## config.mk

```make
export PLATFORM = sky130hd
export DESIGN_NAME = burst_cmd_decoder
export DESIGN_NICKNAME = d
export VERILOG_FILES = /design/src/rtl/bcd_pkg.sv /design/src/rtl/bcd_lane_mask.sv /design/src/rtl/bcd_classify.sv /design/src/rtl/burst_cmd_decoder.sv
export SDC_FILE = /design/constraint.sdc
export NUM_CORES = 1
export LEC_CHECK = 0
export BUFFER_PORTS_ARGS = -buffer_cell sky130_fd_sc_hd__buf_2
export CORE_ASPECT_RATIO = 0.9
export CORE_MARGIN = 3
export CORE_UTILIZATION = 47
export CTS_CLUSTER_DIAMETER = 60
export DETAILED_ROUTE_END_ITERATION = 8
export HOLD_SLACK_MARGIN = 0.03
export PLACE_DENSITY = 0.79
export SLEW_MARGIN = 10
export SYNTH_ARGS = -nofsm -noshare
export SYNTH_HDL_FRONTEND = slang
export SYNTH_SLANG_ARGS = --single-unit
```

## constraint.sdc

```tcl
create_clock -name clk -period 1.08 [get_ports clk]
set_input_delay 0.162 -clock clk [delete_from_list [all_inputs] [get_ports clk]]
set_output_delay 0.162 -clock clk [all_outputs]
set_load 0.02 [all_outputs]
```

## src/rtl/bcd_pkg.sv

```systemverilog
package bcd_pkg;
  typedef enum logic [2:0] {
    CK_IDLE     = 3'd0,
    CK_DESEL    = 3'd1,
    CK_RD_START = 3'd2,
    CK_WR_START = 3'd3,
    CK_RD_STEP  = 3'd4,
    CK_WR_STEP  = 3'd5,
    CK_RD_HOLD  = 3'd6,
    CK_WR_HOLD  = 3'd7
  } cyc_kind_t;

  typedef struct packed {
    cyc_kind_t kind;
    logic      load;
    logic      step;
    logic      write;
    logic      burst_next;
  } cyc_dec_t;
endpackage

```

## src/rtl/bcd_lane_mask.sv

```systemverilog
module bcd_lane_mask #(
  parameter int LANES = 2
) (
  input  logic             wr_all_n,
  input  logic             wr_byte_en_n,
  input  logic [LANES-1:0] wr_lanes_n,
  output logic [LANES-1:0] lane_mask,
  output logic             any_write
);
  for (genvar i = 0; i < LANES; i++) begin : g_lane
    assign lane_mask[i] = ~wr_all_n | (~wr_byte_en_n & ~wr_lanes_n[i]);
  end
  assign any_write = |lane_mask;
endmodule

```

## src/rtl/bcd_classify.sv

```systemverilog
module bcd_classify
  import bcd_pkg::*;
(
  input  logic     cpu_strobe_n,
  input  logic     ctl_strobe_n,
  input  logic     sel_main_n,
  input  logic     sel_hi,
  input  logic     sel_lo_n,
  input  logic     adv_n,
  input  logic     any_write,
  input  logic     burst_on,
  output cyc_dec_t dec
);
  logic cpu_eff;
  logic ctl_eff;
  logic sel_ok;

  always_comb begin
    // processor strobe is gated by the main select; controller strobe is not
    cpu_eff = ~cpu_strobe_n & ~sel_main_n;
    ctl_eff = ~ctl_strobe_n & ~cpu_eff;
    sel_ok  = ~sel_main_n & sel_hi & ~sel_lo_n;

    dec            = '0;
    dec.kind       = CK_IDLE;
    dec.burst_next = burst_on;

    if (cpu_eff || ctl_eff) begin
      if (!sel_ok) begin
        dec.kind       = CK_DESEL;
        dec.burst_next = 1'b0;
      end else begin
        dec.load       = 1'b1;
        dec.burst_next = 1'b1;
        // write enables count only when the controller opened the cycle
        if (ctl_eff && any_write) begin
          dec.kind  = CK_WR_START;
          dec.write = 1'b1;
        end else begin
          dec.kind  = CK_RD_START;
        end
      end
    end else if (burst_on) begin
      dec.write = any_write;
      dec.step  = ~adv_n;
      unique case ({any_write, ~adv_n})
        2'b00:   dec.kind = CK_RD_HOLD;
        2'b01:   dec.kind = CK_RD_STEP;
        2'b10:   dec.kind = CK_WR_HOLD;
        default: dec.kind = CK_WR_STEP;
      endcase
    end
  end
endmodule

```

## src/rtl/burst_cmd_decoder.sv

```systemverilog
module burst_cmd_decoder
  import bcd_pkg::*;
#(
  parameter int LANES  = 2,
  parameter int LANE_W = 8,
  localparam int DW    = LANES * LANE_W
) (
  input  logic             clk,
  input  logic             rst_n,
  input  logic             cpu_strobe_n,
  input  logic             ctl_strobe_n,
  input  logic             sel_main_n,
  input  logic             sel_hi,
  input  logic             sel_lo_n,
  input  logic             adv_n,
  input  logic             wr_all_n,
  input  logic             wr_byte_en_n,
  input  logic [LANES-1:0] wr_lanes_n,
  input  logic [DW-1:0]    wr_data,
  output logic             load_addr,
  output logic             adv_step,
  output logic [LANES-1:0] wr_mask,
  output logic [DW-1:0]    wr_data_q,
  output logic             chip_active,
  output logic [2:0]       cyc_kind
);
  logic [1:0]       rst_pipe;
  logic             rst_q_n;
  logic [LANES-1:0] lane_mask;
  logic             any_write;
  cyc_dec_t         dec;
  logic [LANES-1:0] mask_d;
  logic             data_en;

  cyc_kind_t        kind_q;
  logic             load_q;
  logic             step_q;
  logic [LANES-1:0] mask_q;
  logic             on_q;
  logic [DW-1:0]    data_q;

  // reset: asserted asynchronously, released on the clock
  always_ff @(posedge clk or negedge rst_n) begin
    if (!rst_n) rst_pipe <= 2'b00;
    else        rst_pipe <= {rst_pipe[0], 1'b1};
  end
  assign rst_q_n = rst_pipe[1];

  bcd_lane_mask #(.LANES(LANES)) u_mask (
    .wr_all_n     (wr_all_n),
    .wr_byte_en_n (wr_byte_en_n),
    .wr_lanes_n   (wr_lanes_n),
    .lane_mask    (lane_mask),
    .any_write    (any_write)
  );

  bcd_classify u_cls (
    .cpu_strobe_n (cpu_strobe_n),
    .ctl_strobe_n (ctl_strobe_n),
    .sel_main_n   (sel_main_n),
    .sel_hi       (sel_hi),
    .sel_lo_n     (sel_lo_n),
    .adv_n        (adv_n),
    .any_write    (any_write),
    .burst_on     (on_q),
    .dec          (dec)
  );

  always_comb begin
    mask_d  = dec.write ? lane_mask : '0;
    data_en = |mask_d;
  end

  always_ff @(posedge clk or negedge rst_q_n) begin
    if (!rst_q_n) begin
      kind_q <= CK_IDLE;
      load_q <= 1'b0;
      step_q <= 1'b0;
      mask_q <= '0;
      on_q   <= 1'b0;
    end else begin
      kind_q <= dec.kind;
      load_q <= dec.load;
      step_q <= dec.step;
      mask_q <= mask_d;
      on_q   <= dec.burst_next;
    end
  end

  always_ff @(posedge clk or negedge rst_q_n) begin
    if (!rst_q_n)     data_q <= '0;
    else if (data_en) data_q <= wr_data;
  end

  assign load_addr   = load_q;
  assign adv_step    = step_q;
  assign wr_mask     = mask_q;
  assign wr_data_q   = data_q;
  assign chip_active = on_q;
  assign cyc_kind    = kind_q;
endmodule

```

**Yosys cells after proc, flatten, opt, wreduce, memory -nomap -nowiden**

Index checks and enable logic that the tools add are counted.

- Register bits: 26
- Output and inout port bits: 24
- Word-level logic and storage cells: 45

- Eq/ne operators: 2
- Multiplexer cells: 13
- Bitwise logic cells: 18
- Reduce and logical (&&, ||, !) cells: 5

Operators by type and width:

| cell | count |
|---|---|
| 1-bit NOT | 10 |
| 3-bit two-way mux | 3 |
| 1-bit two-way mux | 7 |
| 1-bit AND | 6 |
| 2-bit one-hot mux with 3 select lines | 1 |
| 2-bit two-way mux | 2 |
| 2-bit OR reduction | 2 |
| 2-bit by 1-bit equality test with 1-bit output (second input constant) | 1 |
| 2-bit equality test (second input constant) | 1 |
| 2-bit logical NOT | 1 |
| 1-bit OR | 2 |
| 1-bit logical AND | 1 |
| 1-bit logical OR | 1 |

**Longest topological paths before layout**

Gate-level depths: netlist of run 1.

- Depth after elaboration: 10
- Mapped depth: 6
- Gate-level depth less buffers: 4

**Modules after synthesis**

Synthesis of run 1 repeated with hierarchy kept, for this count alone.

- Cell total of the unflattened synthesis: 65
- Area total of the unflattened synthesis: 1,039.7 µm²

Modules (own cells, without submodules):

| module | instances | cells each | area an instance (µm²) | seq. area each (µm²) |
|---|---|---|---|---|
| burst_cmd_decoder | 1 | 47 | 922.1 | 650.6 |
| bcd_classify | 1 | 14 | 96.3 | 0.0 |
| bcd_lane_mask | 1 | 4 | 21.3 | 0.0 |

**Worst setup path after synthesis of run 1**

OpenSTA, ideal clock, no wires.

- Path type: reg2reg
- From: register on_q, in the netlist chip_active
- To: register data_q[1], in the netlist wr_data_q[1]
- Arrival: 1.252 ns
- Setup slack: -0.259 ns
- Stages on the path, launching flop included: 6
- Buffers on the path: 2
- Period minus slack after synthesis: 1.339 ns
- Cells stage by stage: dfrtp_1 -> o211ai_1 -> clkbuf_1 -> buf_2 -> o211ai_1 -> o211ai_1

- Longest elaborated chain between the ends: 4

Ends and longest elaborated chain:

| what | line | RTL |
|---|---|---|
| start, declared | burst_cmd_decoder.sv:39 | `logic on_q;` |
| start signal, assigned | burst_cmd_decoder.sv:86 | `on_q <= dec.burst_next;` |
| 2-bit two-way mux | bcd_classify.sv:43 | `end else if (burst_on) begin` |
| 1-bit two-way mux | bcd_classify.sv:28 | `if (cpu_eff \|\| ctl_eff) begin` |
| 2-bit two-way mux | burst_cmd_decoder.sv:70 | `mask_d = dec.write ? lane_mask : '0;` |
| 2-bit OR reduction | burst_cmd_decoder.sv:71 | `data_en = \|mask_d;` |
| end signal, assigned | burst_cmd_decoder.sv:92 | `else if (data_en) data_q <= wr_data;` |
| end, declared | burst_cmd_decoder.sv:40 | `logic [DW-1:0] data_q;` |

Every way passes these cells.
A chain may end at the register's enable or synchronous reset.

**Final worst setup path of run 1**

Ends and elaborated chain as after synthesis.

==> impl_table.tex, run 1 <==
\begin{tabular}{lr}
\hline
Metric & Value \\
\hline
\multicolumn{2}{l}{\textbf{Placement}} \\
\quad Post-placement cell area & 0.001614 mm² \\
\quad Port Buf Inserts & 51 \\
\quad Number of placed instances with taps included & 205 \\
\quad Final Wtd Congestion & $\sim$0.73 \\
\quad Half-perimeter wire length of the detailed placement result & 2349 µm \\
\multicolumn{2}{l}{\textbf{Timing}} \\
\quad Hold violation total from the final report & 0 \\
\quad Slew at the pin closest to its max-slew limit & between 0.5 and 0.6 ns \\
\quad Worst clock skew & 0.004562 ns \\
\quad TNS Setup & -0.9383 ns \\
\quad Setup ws final & -0.09167 ns \\
\quad Unrepaired setup endpoints after global routing & true \\
\quad Max Transition Viols Final & 0 \\
\quad Fmax achieved & 853.5 MHz \\
\quad Max-slew headroom at the worst pin & 0.6343 \\
\quad Final period utilization & 1.085 \\
\quad Post-route worst hold slack & 0.08705 ns \\
\quad Final setup viols & 17 \\
\quad Final worst path period need & between 1 and 1.5 ns \\
\multicolumn{2}{l}{\textbf{CTS}} \\
\quad Clock-pin transition on the worst setup and hold timing paths & between 0.1 and 0.15 ns \\
\quad \# H-tree levels & 1 \\
\quad Number of buffers added by the clock tree synthesis step & 3 \\
\quad Insertion delay of the later-clocked pin in the worst-skew pair & around 0.32 ns \\
\quad Largest buffer count on any clock path & 2 \\
\quad CTS sink count & 26 \\
\quad Clock tree from TritonCTS & done \\
\quad Root buffer selected by CTS & sky130\_fd\_sc\_hd\_\_clkbuf\_4 \\
\multicolumn{2}{l}{\textbf{Final layout}} \\
\quad NumNets Final & 227 \\
\quad Fraction of layout cells with a size suffix above 1 & 0.4899 \\
\quad Synth-to-layout area growth & 44.64\% \\
\quad Most common cell after layout, fill and taps aside & sky130\_fd\_sc\_hd\_\_buf\_2 \\
\quad Antenna cells & 0 \\
\quad Highest-count cells in the layout ignoring fill and taps & sky130\_fd\_sc\_hd\_\_buf\_2 (41), sky130\_fd\_sc\_hd\_\_o211ai\_1 (25), sky130\_fd\_sc\_hd\_\_dfrtp\_1 (25), sky130\_fd\_sc\_hd\_\_buf\_4 (22), sky130\_fd\_sc\_hd\_\_o21ai\_0 (17) \\
\quad Post-route non-filler standard cell count & 226 \\
\quad Fin area & 0.001873 mm² \\
\multicolumn{2}{l}{\textbf{Critical path}} \\
\quad Type of the worst setup path & reg -> reg \\
\quad Crit Reg-Reg Endpoint & wr\_data\_q[1] \\
\quad Worst-case reg-to-reg path depth & 4 \\
\quad Startpoint of the lowest-slack register-to-register path & chip\_active \\
\quad Crit. End Element & register \\
\quad Critical path fanouts, max & 8 \\
\quad Crit path arrival time & about 1.4 ns \\
\quad CP Launch Type & register \\
\quad Last element of the critical path & wr\_data\_q[1] \\
\quad Launch point of the critical path & chip\_active \\
\quad Required @ worst endpoint & around 1.3 ns \\
\quad Register-to-Register Setup Slack & -0.09 ns \\
\multicolumn{2}{l}{\textbf{Status}} \\
\quad Outcome & complete, but fails checks \\
\quad Failing checks & setup timing \\
\multicolumn{2}{l}{\textbf{Floorplan}} \\
\quad Die footprint & $\sim$0.0034 mm² \\
\quad Effective utilization at floorplan & 0.5116 \\
\quad Number of placed I/O pins & 52 \\
\quad Core region area & approximately 0.0025 mm² \\
\quad Die height & 55.80 µm \\
\quad Std cell rows & 17 \\
\quad Horizontal die dimension & 61.33 µm \\
\multicolumn{2}{l}{\textbf{Worst hold path}} \\
\quad Critical hold path startpoint & ctl\_strobe\_n \\
\quad Tightest Hold Check Type & in -> reg \\
\multicolumn{2}{l}{\textbf{Drt}} \\
\quad Average wire per standard cell & 15.58 µm \\
\quad Via/cell ratio & 5.805 \\
\quad DRC Markers & 0 \\
\quad Vias after detailed routing & 1312 \\
\quad Aggregate routed wire length & 3522 µm \\
\quad Post-route antenna net violation count & 0 \\
\quad Number of optimization iterations in the first detailed-route pass & 4 \\
\quad Drt initial violations & 36 \\
\multicolumn{2}{l}{\textbf{Global routing}} \\
\quad Global Route Usage Sum & 0.2041 \\
\quad Maximum number of pins on one net before global-route repair & 21 \\
\quad Via count of the first global-routing pass & about 1200 \\
\quad GRT overflow & 0 \\
\quad Number of antenna violations at the first check in global routing & 0 \\
\quad Wire length of the first global-routing pass & 5444 µm \\
\multicolumn{2}{l}{\textbf{Synthesis}} \\
\quad Synth top area share & 0.5024 \\
\quad Register area share after synthesis & 0.5024 \\
\quad Synthesis Warnings & 0 \\
\quad Biggest area consumer among synthesized cells & sky130\_fd\_sc\_hd\_\_dfrtp\_1 \\
\quad Number of synthesized register bits & 26 \\
\quad Post-synthesis average cell area & $\sim$10 µm² \\
\quad Net count of the mapped netlist & $\sim$160 \\
\quad Distinct cell type count after synthesis & 19 \\
\quad Instance count of the mapped netlist & 128 \\
\quad Area of the mapped netlist & 0.001295 mm² \\
\quad Cell types occupying the most area after synthesis & sky130\_fd\_sc\_hd\_\_dfrtp\_1 (50\%), sky130\_fd\_sc\_hd\_\_o211ai\_1 (14\%), sky130\_fd\_sc\_hd\_\_o211ai\_2 (7.7\%) \\
\multicolumn{2}{l}{\textbf{Run}} \\
\quad Maxcap violations & 0 \\
\multicolumn{2}{l}{\textbf{Power}} \\
\quad Total design power & 2.644 mW \\
\quad Maximum vdd ir drop & around 860 µV \\
\quad Pwr per Cell Area & 1412 mW/mm² \\
\quad Leakage power & 0.8503 nW \\
\hline
\end{tabular}
layer usage:
layer	vias to the layer above	share of wire	track usage
met1	630	0.43	0.2566
met4	0	0.011	0.03939
met2	56	0.50	0.3610
met5	-	0	0
li1	622	-	-
met3	4	0.060	0.03248
worst max-delay path, stage by stage, from the launching register on:
cell and delay (ns):
sky130_fd_sc_hd__dfrtp_2 0.43, sky130_fd_sc_hd__o211ai_1 0.14, sky130_fd_sc_hd__o21a_2 0.25, sky130_fd_sc_hd__buf_6 0.14
sky130_fd_sc_hd__o211ai_1 0.11
how the worst min path moves through the flow:
stage | endpoint | slack [ns] | depth (start not counted)
detailed placement | rst_pipe[0] | -0.05 | 1
global route | load_addr | 0.09 | 2
CTS | load_addr | 0.08 | 2
finish | load_addr | 0.09 | 2
global placement | rst_pipe[0] | -0.05 | 1
floorplan | rst_pipe[0] | -0.13 | 0
cell type report:
| cell class | count | area, µm² |
|---|---|---|
| timing repair buffer | 80 | 568.0 |
| sequential | 26 | 651.9 |
| fill | 189 | 658.1 |
| clock buffer | 4 | 36.28 |
| tap | 28 | 35.03 |
| inverter | 2 | 10.01 |
| multi-input combinational | 86 | 571.8 |
timing repair:
item | 4_1_cts | 5_1_grt
hold buffers | 2 | 0
gates cloned | 1 | 0
buffers inserted | 3 | 11
pin swaps | 11 | 5
gates resized for setup | 8 | 23
setup endpoints to repair | 23 | 36
endpoints found under the hold margin | 3 | 0
power breakdown:
part	total (mW)	internal (mW)	leakage, nW	switching, mW
Sequential	1.18	1.09	0.286	0.0846
Clock	0.496	0.206	0.0210	0.290
Combinational	0.969	0.481	0.543	0.487
kinds of logic (layout without fill, tap and decap cells):
logic type | after synthesis | in the layout | share of synthesized area
simple gates | 27 | 27 | 0.1024
buf+inv | 16 | 86 | 0.06570
compound gates | 58 | 58 | 0.3266
other cells | 1 | 1 | 0.002896
flops | 26 | 26 | 0.5024
flip-flops by register name (all words and copies together) (netlist names):
name	flops
adv_step	1
wr_mask	2
wr_data_q	16
chip_active	1
rst_pipe	2
cyc_kind	3
load_addr	1
Yosys cell counts (all sizes together):
| master | instances |
|---|---|
| nand3 | 16 |
| buf | 5 |
| nand2b | 2 |
| a21o | 2 |
| a21oi | 2 |
| dfrtp | 26 |
| clkbuf | 9 |
| o31ai | 1 |
| o211ai | 33 |
| nor3 | 1 |
| conb | 1 |
| nor2 | 7 |
| o21ai | 19 |
| o21a | 1 |
| inv | 2 |
| or3b | 1 |
through the flow:
stage | util | setup slack, ns
after floorplan | - | -0.1226
after global placement | 0.6377 | -0.2109
after detailed placement | 0.6377 | -0.2470
after CTS | 0.6792 | -0.06302
after global routing | 0.7400 | -0.1218
final | 0.7400 | -0.09167
No activity file was read; power rests on OpenSTA's default activity.
==> run 2: changes to the inputs <==
- RECOVER_POWER: not set -> 50
==> impl_table.tex, run 2 (synthesis gave the netlist of run 1 again) <==
\begin{tabular}{lr}
\hline
Metric & Value \\
\hline
\multicolumn{2}{l}{\textbf{Final layout}} \\
\quad Max reg flops & 16 (unchanged) \\
\quad Highest-count cells in the layout ignoring fill and taps & sky130\_fd\_sc\_hd\_\_buf\_2 (40), sky130\_fd\_sc\_hd\_\_o211ai\_1 (25), sky130\_fd\_sc\_hd\_\_dfrtp\_1 (25), sky130\_fd\_sc\_hd\_\_buf\_4 (20), sky130\_fd\_sc\_hd\_\_o21ai\_0 (17) \\
\quad Post-route non-filler standard cell count & 226 (unchanged) \\
\quad Area taken by multi-input logic gates & 571.8 µm² (unchanged) \\
\quad Fraction of layout cells with a size suffix above 1 & 0.4798 (-0.01010) \\
\quad Sequential Area & 651.9 µm² (unchanged) \\
\quad NumNets Final & 227 (unchanged) \\
\quad Most common cell after layout, fill and taps aside & sky130\_fd\_sc\_hd\_\_buf\_2 \\
\quad Total of fill cells in the finished design & 190 (+0.53\%) \\
\quad Antenna cells & 0 (unchanged) \\
\quad Synth-to-layout area growth & 44.06\% \\
\multicolumn{2}{l}{\textbf{Global routing}} \\
\quad Number of antenna violations at the first check in global routing & 0 (unchanged) \\
\quad Met2 usage in global routing & 0.3610 (unchanged) \\
\quad Via count of the first global-routing pass & 1209 (unchanged) \\
\quad GRT met1 Usage & 0.2566 (unchanged) \\
\quad Met3 Use GR & 0.03248 (unchanged) \\
\quad Global Route Usage Sum & 0.2041 (unchanged) \\
\quad Wire length of the first global-routing pass & 5444 µm (unchanged) \\
\quad GRT overflow & 0 (unchanged) \\
\quad Maximum number of pins on one net before global-route repair & 21 (unchanged) \\
\quad Layer with the highest usage & met2 \\
\multicolumn{2}{l}{\textbf{Floorplan}} \\
\quad Die footprint & 0.003422 mm² (unchanged) \\
\quad Effective utilization at floorplan & 0.5116 (unchanged) \\
\quad Number of placed I/O pins & 52 (unchanged) \\
\quad Horizontal die dimension & 61.33 µm (unchanged) \\
\quad Die height & 55.80 µm (unchanged) \\
\quad Core region area & 0.002531 mm² (unchanged) \\
\quad Std cell rows & 17 (unchanged) \\
\multicolumn{2}{l}{\textbf{Power}} \\
\quad Sw power & 862.8 µW (about the same) \\
\quad Combinational share of power & 0.366 (about the same) \\
\quad Switching part of the total & 0.3266 (+0.0005842) \\
\quad Maximum vdd ir drop & 856.2 µV (-0.47\%) \\
\quad Internal power & 1.779 mW (-0.19\%) \\
\quad Share of power burned in registers & 0.446 (about the same) \\
\quad Clock power share & 0.188 (about the same) \\
\quad Leakage power & 0.8433 nW (-0.83\%) \\
\quad Pwr per Cell Area & 1416 mW/mm² (+0.30\%) \\
\multicolumn{2}{l}{\textbf{Critical path}} \\
\quad Register-to-Register Setup Slack & -0.09 ns (about the same) \\
\quad CP Launch Type & register \\
\quad Required @ worst endpoint & 1.28 ns (about the same) \\
\quad Startpoint of the lowest-slack register-to-register path & chip\_active \\
\quad Crit Reg-Reg Endpoint & wr\_data\_q[1] \\
\quad Worst-case reg-to-reg path depth & 4 (unchanged) \\
\quad Last element of the critical path & wr\_data\_q[1] \\
\quad Launch point of the critical path & chip\_active \\
\quad Crit path arrival time & 1.37 ns (about the same) \\
\quad Type of the worst setup path & reg -> reg \\
\quad Critical path fanouts, max & 8 (unchanged) \\
\quad Crit. End Element & register \\
\multicolumn{2}{l}{\textbf{CTS}} \\
\quad CTS sink count & 26 (unchanged) \\
\quad Clock-pin transition on the worst setup and hold timing paths & 0.14 ns (about the same) \\
\quad \# H-tree levels & 1 (unchanged) \\
\quad Insertion delay of the later-clocked pin in the worst-skew pair & 0.32 ns (about the same) \\
\quad Number of buffers added by the clock tree synthesis step & 3 (unchanged) \\
\quad Root buffer selected by CTS & sky130\_fd\_sc\_hd\_\_clkbuf\_4 \\
\quad Clock tree from TritonCTS & done \\
\quad Largest buffer count on any clock path & 2 (unchanged) \\
\multicolumn{2}{l}{\textbf{Drt}} \\
\quad Average wire per standard cell & 15.59 µm (about the same) \\
\quad Aggregate routed wire length & 3524 µm (about the same) \\
\quad Number of optimization iterations in the first detailed-route pass & 4 (unchanged) \\
\quad Vias after detailed routing & 1309 (-0.23\%) \\
\quad Post-route antenna net violation count & 0 (unchanged) \\
\quad Via/cell ratio & 5.792 (-0.23\%) \\
\quad DRC Markers & 0 (unchanged) \\
\quad Drt initial violations & 36 (unchanged) \\
\multicolumn{2}{l}{\textbf{Timing}} \\
\quad Worst clock skew & 0.003296 ns (-0.001266 ns) \\
\quad Final period utilization & 1.081 (-0.003648) \\
\quad Hold violation total from the final report & 0 (unchanged) \\
\quad Max-slew headroom at the worst pin & 0.6296 (-0.004702) \\
\quad Slew at the pin closest to its max-slew limit & 0.5556 ns (+0.007053 ns) \\
\quad Setup ws final & -0.08773 ns (+0.003940 ns) \\
\quad Final worst path period need & 1.168 ns (-0.003940 ns) \\
\quad Max Transition Viols Final & 0 (unchanged) \\
\quad Fmax achieved & 856.4 MHz (+0.34\%) \\
\quad Final setup viols & 17 (unchanged) \\
\quad TNS Setup & -0.9325 ns (+0.005843 ns) \\
\quad Unrepaired setup endpoints after global routing & true \\
\multicolumn{2}{l}{\textbf{Worst hold path}} \\
\quad Instance count along the most critical hold path & 2 (unchanged) \\
\quad Tightest Hold Check Type & in -> reg \\
\multicolumn{2}{l}{\textbf{Run}} \\
\quad Maxcap violations & 0 (unchanged) \\
\multicolumn{2}{l}{\textbf{Placement}} \\
\quad Port Buf Inserts & 51 (unchanged) \\
\quad Number of placed instances with taps included & 205 (unchanged) \\
\quad Final Wtd Congestion & 0.7302 (unchanged) \\
\quad Half-perimeter wire length of the detailed placement result & 2349 µm (unchanged) \\
\multicolumn{2}{l}{\textbf{Status}} \\
\quad Failing checks & setup timing \\
\quad Outcome & complete, but fails checks \\
\hline
\end{tabular}
[run 2: changes by cell type in the layout (fill, tap and decap cells not counted), sizes merged]
cell | previous run | this run
buf | 78 | 75
clkbuf | 4 | 7
[run 2: per-stage QoR]
step	setup WS, ns	power [mW]	utilization	area, µm²	hold WS [ns]
global route	-0.1218	2.770	0.7370	1866	0.08679
detailed placement	-0.2470	1.922	0.6377	1614	-0.05054
finish	-0.08773	2.642	0.7370	1866	0.09049
global placement	-0.2109	1.895	0.6377	1614	-0.05365
floorplan	-0.1226	1.656	-	1315	-0.1336
CTS	-0.06302	2.450	0.6792	1719	0.07964
[run 2: how the worst min path moves through the flow]
stage	start	to	slack, ns
floorplan	rst_n	rst_pipe[0]	-0.13
global placement	rst_n	rst_pipe[0]	-0.05
detailed placement	rst_n	rst_pipe[0]	-0.05
CTS	ctl_strobe_n	load_addr	0.08
global route	ctl_strobe_n	load_addr	0.09
finish	ctl_strobe_n	load_addr	0.09
[run 2: area by class of cell]
cell class | count | area share
tap | 28 | 0.01878
clock buffer | 4 | 0.01945
timing repair buffer | 80 | 0.3005
sequential | 26 | 0.3494
multi-input combinational | 86 | 0.3065
inverter | 2 | 0.005366
[run 2: timing repair]
item,4_1_cts,5_1_grt
hold buffers,2,0
setup buffers,3,11
gates resized for setup,8,23
cloned,1,0
hold endpoints to repair,3,0
setup endpoints to repair,23,36
pin swaps,11,5
[run 2: critical path: stages, from the launching register on]
cell and delay (ns):
sky130_fd_sc_hd__dfrtp_2 0.42, sky130_fd_sc_hd__o211ai_1 0.14, sky130_fd_sc_hd__o21a_2 0.25, sky130_fd_sc_hd__buf_6 0.14, sky130_fd_sc_hd__o211ai_1 0.10
[run 2: power groups by stage]
stage,clock network [mW],registers (mW),logic (mW)
after floorplan,0,1.35,0.301
after global placement,0,1.20,0.698
after detailed placement,0,1.20,0.718
after CTS,0.502,1.17,0.773
after global routing,0.538,1.19,1.04
final,0.496,1.18,0.966
[run 2: metal layers]
metal,vias to the layer above,part of all wire
met1,628,0.42
li1,621,-
met4,0,0.010
met5,-,0
met3,4,0.061
met2,56,0.51
